--- config.mk ---
export PLATFORM = sky130hd
export DESIGN_NAME = chan_seq
export DESIGN_NICKNAME = d
export VERILOG_FILES = /design/src/rtl/chan_seq.sv
export SDC_FILE = /design/constraint.sdc
export NUM_CORES = 1
export LEC_CHECK = 0
export BUFFER_PORTS_ARGS = -buffer_cell sky130_fd_sc_hd__buf_4
export CAP_MARGIN = 15
export CORE_MARGIN = 3
export CORE_UTILIZATION = 39
export CTS_BUF_LIST = sky130_fd_sc_hd__clkbuf_8
export DETAILED_ROUTE_END_ITERATION = 10
export MAX_ROUTING_LAYER = met4
export PLACE_DENSITY_LB_ADDON = 0.15
export SYNTH_ARGS = -nofsm -noshare
export SYNTH_HDL_FRONTEND = slang
export SYNTH_SLANG_ARGS = --single-unit
--- constraint.sdc ---
create_clock -name clk -period 3.4 [get_ports clk]
set_input_delay 0.68 -clock clk [delete_from_list [all_inputs] [get_ports clk]]
set_output_delay 0.68 -clock clk [all_outputs]
set_load 0.005 [all_outputs]
--- src/rtl/chan_seq.sv ---
module chan_seq #(
  parameter int BANK_W = 4
) (
  input  logic              clk,
  input  logic              rst_n,
  input  logic              start,
  input  logic [15:0]       start_addr,
  output logic              busy,
  output logic              mem_req,
  output logic              mem_we,
  output logic [BANK_W+15:0] mem_addr,
  output logic [15:0]       mem_wdata,
  input  logic              mem_ack,
  input  logic [15:0]       mem_rdata,
  output logic              dev_strobe,
  output logic [2:0]        dev_order,
  output logic [15:0]       dev_wdata,
  output logic [15:0]       dev_cw,
  output logic              dev_last,
  input  logic              dev_ack,
  input  logic [15:0]       dev_rdata,
  input  logic              dev_jump,
  input  logic              dev_stop
);
  localparam int CW = 12;

  typedef enum logic [2:0] {S_IDLE, S_FCW, S_FAW, S_EXEC, S_DEV, S_STORE, S_XMEM, S_XDEV} st_t;
  st_t st;

  logic [15:0] pc, aw, awloc, cw, xa, data;
  logic [BANK_W-1:0] bank;
  logic [CW-1:0] cnt;
  logic [2:0] ord;
  logic store_f, end_f, stop_f;

  wire rd      = cw[12];
  wire chain   = cw[15];
  wire [CW-1:0] cnt_n = cnt + 1'b1;
  wire last_w  = (cnt_n == '0);

  assign busy       = (st != S_IDLE);
  assign mem_req    = (st == S_FCW) || (st == S_FAW) || (st == S_STORE) || (st == S_XMEM);
  assign mem_we     = (st == S_STORE) || (st == S_XMEM && rd);
  assign mem_addr   = (st == S_XMEM) ? {bank, xa} :
                      (st == S_STORE) ? {{BANK_W{1'b0}}, awloc} : {{BANK_W{1'b0}}, pc};
  assign mem_wdata  = data;
  assign dev_strobe = (st == S_DEV) || (st == S_XDEV);
  assign dev_order  = ord;
  assign dev_wdata  = (st == S_XDEV) ? data : aw;
  assign dev_cw     = cw;
  assign dev_last   = (st == S_XDEV) && !chain && last_w;

  always_ff @(posedge clk) begin
    if (!rst_n) begin
      st <= S_IDLE; pc <= '0; aw <= '0; awloc <= '0; cw <= '0; xa <= '0;
      data <= '0; bank <= '0; cnt <= '0; ord <= '0;
      store_f <= 1'b0; end_f <= 1'b0; stop_f <= 1'b0;
    end else begin
      case (st)
        S_IDLE: if (start) begin pc <= start_addr; st <= S_FCW; end
        S_FCW: if (mem_ack) begin cw <= mem_rdata; pc <= pc + 16'd1; st <= S_FAW; end
        S_FAW: if (mem_ack) begin aw <= mem_rdata; awloc <= pc; pc <= pc + 16'd1; st <= S_EXEC; end
        S_EXEC: begin
          store_f <= 1'b0; end_f <= 1'b0; stop_f <= 1'b0;
          st <= S_FCW;
          if (cw[14]) begin
            if (!cw[13]) begin
              ord <= cw[12] ? 3'd1 : 3'd0;
              store_f <= cw[12];
              st <= S_DEV;
            end else begin
              ord <= cw[12] ? 3'd3 : 3'd2;
              cnt <= cw[CW-1:0];
              xa <= aw;
              if (cw[CW-1:0] != '0) st <= cw[12] ? S_XDEV : S_XMEM;
            end
          end else if (!cw[13]) begin
            case (cw[12:11])
              2'b00: pc <= aw;
              2'b01: if (dev_jump) pc <= aw;
              2'b10: begin data <= {{(16-CW){cnt[CW-1]}}, cnt}; st <= S_STORE; end
              default: bank <= aw[BANK_W-1:0];
            endcase
          end else begin
            st <= S_DEV;
            if (!cw[12]) ord <= 3'd4;
            else begin
              ord <= cw[11] ? 3'd4 : 3'd5;
              store_f <= 1'b1;
              end_f <= 1'b1;
            end
          end
        end
        S_DEV: if (dev_ack) begin
          if (store_f) begin data <= dev_rdata; st <= S_STORE; end
          else st <= S_FCW;
        end
        S_STORE: if (mem_ack) st <= end_f ? S_IDLE : S_FCW;
        S_XMEM: if (mem_ack) begin
          if (!rd) begin data <= mem_rdata; st <= S_XDEV; end
          else begin
            xa <= xa + 16'd1; cnt <= cnt_n;
            st <= (last_w || stop_f) ? S_FCW : S_XDEV;
          end
        end
        S_XDEV: if (dev_ack) begin
          if (rd) begin data <= dev_rdata; stop_f <= dev_stop; st <= S_XMEM; end
          else begin
            xa <= xa + 16'd1; cnt <= cnt_n;
            st <= (last_w || dev_stop) ? S_FCW : S_XMEM;
          end
        end
        default: st <= S_IDLE;
      endcase
    end
  end
endmodule

; Word-level counts from Yosys, hierarchy flattened
; Index checks and enable logic that the tools add are counted.
[word_totals]
register_bits = 121
[op_classes]
n_addsub = 3
bitwise = 3
mux = 69
n_reduce_logical = 32
n_eq_ne = 29
[op_table]
columns = cell, n
row1 = $mux 16, 22
row2 = $pmux 16 s3, 2
row3 = $mux 12, 6
row4 = $pmux 16 s4, 1
row5 = $mux 3, 19
row6 = $pmux 12 s3, 1
row7 = $add 16x1->16 const B, 2
row8 = $ne 2x2->1 const B, 16
row9 = $pmux 16 s2, 1
row10 = $pmux 3 s8, 1
row11 = $reduce_and 7->1, 3
row12 = $mux 20, 1
row13 = $mux 1, 13
row14 = $add 12x1->12 const B, 1
row15 = $eq 3x3->1 const B, 4
row16 = $logic_not 12->1, 1
row17 = $reduce_bool 12->1, 1
row18 = $reduce_and 10->1, 1
row19 = $reduce_bool 3->1, 3
row20 = $logic_or 1x1->1, 7
row21 = $eq 3x2->1 const B, 2
row22 = $reduce_and 2->1, 3
row23 = $ne 2x1->1 const B, 2
row24 = $reduce_and 4->1, 1
row25 = other kinds (17), 22

; Depth between registers and ports, before layout
[logic_depth]
depth_word = 7
ltp_mapped = 8
ltp_nobuf = 6

; Worst setup path after synthesis
; No wires, ideal clock.
[synth_timing]
path_kind = register to output
start = reg st[1]
end = out dev_wdata[10]
path_buffers = 3
setup_slack_ns = 1.114
t_required_ns = 2.720
stages_incl_launch_ff = 7
arrival_time_ns = 1.606
cell_sequence = dfxtp_1 -> buf_4 -> buf_4 -> and2_1 -> nand2_1 -> buf_2 -> mux2_2
[synth_via]
elab_chain_cells = 2
[synth_lines]
columns = item, line
row1 = from (decl), 28  ; st_t st;
row2 = from (signal assigned), 75  ; if (cw[CW-1:0] != '0) st <= cw[12] ? S_XDEV : S_XMEM;
row3 = from (signal assigned), 98  ; S_STORE: if (mem_ack) st <= end_f ? S_IDLE : S_FCW;
row4 = from (signal assigned), 103  ; st <= (last_w || stop_f) ? S_FCW : S_XDEV;
row5 = $eq 3x3->1, 49  ; assign dev_wdata = (st == S_XDEV) ? data : aw;
row6 = $mux 16, 49
row7 = to (decl), 17  ; output logic [15:0] dev_wdata,
; Every way passes these cells.

; Worst setup path in the final report
[layout_timing]
start = reg st[0]
end = out dev_last
[layout_via]
elab_chain_cells = 3
[layout_lines]
columns = item, line
row1 = $eq 3x3->1, 51  ; assign dev_last = (st == S_XDEV) && !chain && last_w;
row2 = $logic_and 1x1->1 (2 in a row), 51
row3 = to (decl), 19  ; output logic dev_last,
; Every way passes these cells.

==> impl_metrics.env <==
export IMPL_critPathArrivalTime_ns=2.44
export IMPL_slew_violations=0
export IMPL_root_buffer="clkbuf_8"
export IMPL_cts_hold_fix_buffers=0
export IMPL_reg2reg_slack_ns=0.91
export IMPL_hp_class="flip-flop to flip-flop"
export IMPL_synth_async_reset_ratio_pct=0
export IMPL_grt_pass1_vias=6776
export IMPL_setup_viol=0
export IMPL_drcViolationCount=0
export IMPL_dp_hpwl_um=18000
export IMPL_clock_skew_ns=0.0155
export IMPL_powerDensity_nw_per_um2=481
export IMPL_grt_overflow_total=0
export IMPL_vias_per_cell=5.93
export IMPL_placedCellCount=1230
export IMPL_leakage_nw=3.30
export IMPL_reg2reg_depth=6
export IMPL_wire_per_inst_um=20.3
export IMPL_slew_headroom_pct=31.6
export IMPL_layout_drive_gt1_share_pct=21.6
export IMPL_min_period_over_period_pct=91.6
export IMPL_cp_end_kind="primary output"
export IMPL_status="completed"
export IMPL_post_route_min_period_ns=3.12
export IMPL_synth_area_sq_um=7090
export IMPL_clkTransAtPathRegs_ns=0.07
export IMPL_synth_edf_count=0
export IMPL_numPortBuffers=130
export IMPL_antenna_cells=0
export IMPL_cts_made_buffers=17
export IMPL_synthTopCellsByArea="dfxtp_1 34%, nand2_1 9.5%, a21oi_1 7.4%"
export IMPL_holdPathStages=2
export IMPL_antenna_left=0
export IMPL_initialDrtViolationCount=699
export IMPL_htree_num_levels=4
export IMPL_cp_max_fo=25
export IMPL_synth_top_area_share_pct=34.1
export IMPL_cts_tree="yes"
export IMPL_ys_warn_count=0
export IMPL_cts_setup_buffers=0
export IMPL_stdcell_count=1263
export IMPL_wl_um=25600
export IMPL_die_area_sq_um=19800
export IMPL_antenna_found_initial=0
export IMPL_required_ns=2.72
export IMPL_syn_nets=1000
export IMPL_num_vias=7489
export IMPL_finalHoldViolCount=0
export IMPL_core_area_sq_um=17500
export IMPL_grt_max_degree=66
export IMPL_rows=48
export IMPL_worstHoldStart="awloc[11]"
export IMPL_synth_seq_cells=121
export IMPL_cp_start_kind="flip-flop"
export IMPL_start_util_pct=40.5
export IMPL_drv_cap=0
export IMPL_num_nets_final=1083
export IMPL_worstSetupPathType="flip-flop to primary output"
export IMPL_clock_latency_ns=0.46
export IMPL_synth_largest_area_cell="dfxtp_1"
export IMPL_area_growth_syn_to_layout_pct=20.0
export IMPL_cts_resized=0
export IMPL_grtUsageTotal_pct=26.1
export IMPL_gp_congestion=0.889
export IMPL_synthCells=942
export IMPL_fp_dieH_um=141
export IMPL_ys_types=68
export IMPL_tightest_slew_ns=1.02
export IMPL_synth_seq_area_share_pct=34.1
export IMPL_synthFlopType="dfxtp_1"
export IMPL_max_freq_mhz=321
export IMPL_r2r_end="mem_wdata[2]"
export IMPL_setup_tns_ns=0
export IMPL_vdd_drop_max_mv=0.227
export IMPL_hold_end="awloc[11]"
export IMPL_synth_area_per_cell_sq_um=7.53
export IMPL_die_x_um=141
export IMPL_timing_rr_start="st[0]"
export IMPL_clock_sinks=121
export IMPL_drt_pass1_iter_count=5
export IMPL_rsz0062_at_grt="no"
export IMPL_io_pins=131
export IMPL_clock_path_buffers=2
export IMPL_grt_pass1_wl_um=39600
[registers in the layout, indices dropped and copies added (netlist names), 3 cells and up]
| register | flops |
|---|---|
| bank | 4 |
| pc | 16 |
| st | 3 |
| mem_wdata | 16 |
| aw | 16 |
| cnt | 12 |
| dev_order | 3 |
| xa | 16 |
| dev_cw | 16 |
| awloc | 16 |
[cells in the final DEF (no fill, tap or decap), types with 3 or more instances in the layout]
| master | count |
|---|---|
| ha_1 | 3 |
| nand2_1 | 180 |
| nor4_1 | 4 |
| clkbuf_8 | 18 |
| o221a_2 | 11 |
| nor2_1 | 69 |
| nand2b_1 | 5 |
| dfxtp_1 | 120 |
| and4_1 | 4 |
| a311oi_1 | 3 |
| a31oi_1 | 14 |
| mux2_2 | 17 |
| nor3b_1 | 3 |
| a211oi_1 | 22 |
| o21ai_0 | 80 |
| o22ai_1 | 6 |
| a22oi_1 | 16 |
| a21boi_0 | 8 |
| nor2b_1 | 6 |
| nand4_1 | 11 |
| inv_1 | 7 |
| clkinv_4 | 5 |
| a21oi_1 | 105 |
| a41oi_1 | 5 |
| o31ai_1 | 3 |
| nor3_1 | 11 |
| and3_1 | 15 |
| a211o_1 | 3 |
| o211ai_1 | 4 |
| or3_1 | 5 |
| buf_4 | 143 |
| a31o_2 | 4 |
| and2_1 | 13 |
| nand3_1 | 23 |
| a22o_1 | 5 |
| mux2i_1 | 36 |
[final cells by class]
| type | instances | area [sq um] |
|---|---|---|
| fillers | 1749 | 9020 |
| well taps | 225 | 282 |
| clock inverters | 14 | 150 |
| repair buffers | 146 | 1130 |
| inverters | 7 | 26.3 |
| flip-flops and latches | 121 | 2420 |
| multi-input cells | 732 | 4250 |
| clock buffers | 18 | 248 |
[power by group]
group / switching, mW / total [mW] / internal (mW)
clock: 0.648 / 1.32 / 0.674
sequential: 0.192 / 1.70 / 1.51
combinational: 0.612 / 1.08 / 0.465
[worst max-delay path, cell delays in order, from the launching register on]
cell     delay, ns
dfxtp_2       0.65
buf_4         0.47
nand2_1       0.15
buf_4         0.22
nor3_1        0.17
and3_1        0.20
buf_4         0.12
[cell families after synthesis]
| family | share of synthesized area (%) |
|---|---|
| AND/OR/NAND/NOR | 22.9 |
| AO/OA/AOI/OAI | 27.8 |
| adder cells (fa/ha/maj) | 0.529 |
| buffers and inverters | 6.00 |
| flip-flops | 34.1 |
| XOR/XNOR | 0.758 |
| multiplexers | 7.78 |
[worst max-delay path by stage]
stage,start,endpoint,slack [ns],depth (start not counted)
after floorplan,st[1],dev_wdata[10],1.11,6
after global placement,st[0],dev_last,0.87,6
after detailed placement,st[0],dev_last,0.81,6
after CTS,st[0],dev_last,0.31,6
after global routing,st[0],dev_last,0.12,6
final,st[0],dev_last,0.28,6
[cell usage after synthesis, types with 5 or more instances]
cell type  instances
and2_1            13
a211oi_1          22
or3_1              5
buf_2             32
a21oi_1          105
dfxtp_1          121
mux2_2            17
o221a_2           11
nand4_1           11
buf_6              5
nor3_1            12
nand3_1           23
a31oi_1           14
o21ai_0           80
clkbuf_1          40
and3_1            15
inv_1              7
a21boi_0           8
nor2b_1            6
nor2_1            70
a41oi_1            5
a22o_1             5
o22ai_1            6
a22oi_1           16
nand2_1          180
nand2b_1           5
mux2i_1           36
[through the flow]
| stage | utilization (%) | power (mW) | hold slack (ns) | setup slack [ns] | instance area [sq um] |
|---|---|---|---|---|---|
| 2_1_floorplan | - | 2.38 | 0.432 | 1.11 | 7090 |
| 3_3_place_gp | 46.2 | 2.78 | 0.442 | 0.865 | 8100 |
| 3_5_place_dp | 46.2 | 2.79 | 0.447 | 0.813 | 8100 |
| 4_1_cts | 48.5 | 4.09 | 0.455 | 0.306 | 8500 |
| 5_1_grt | 48.5 | 4.29 | 0.460 | 0.122 | 8510 |
| 6_report | 48.5 | 4.10 | 0.456 | 0.285 | 8510 |
[metal layers]
metal | up-vias | share of wire, % | track usage (%)
met4 | 0 | 1.8 | 6.88
met2 | 358 | 45 | 39.5
met1 | 3530 | 45 | 36.3
li1 | 3573 | - | -
met3 | 28 | 8.0 | 4.41
met5 | - | 0 | -
No activity file was read; power rests on OpenSTA's default activity.
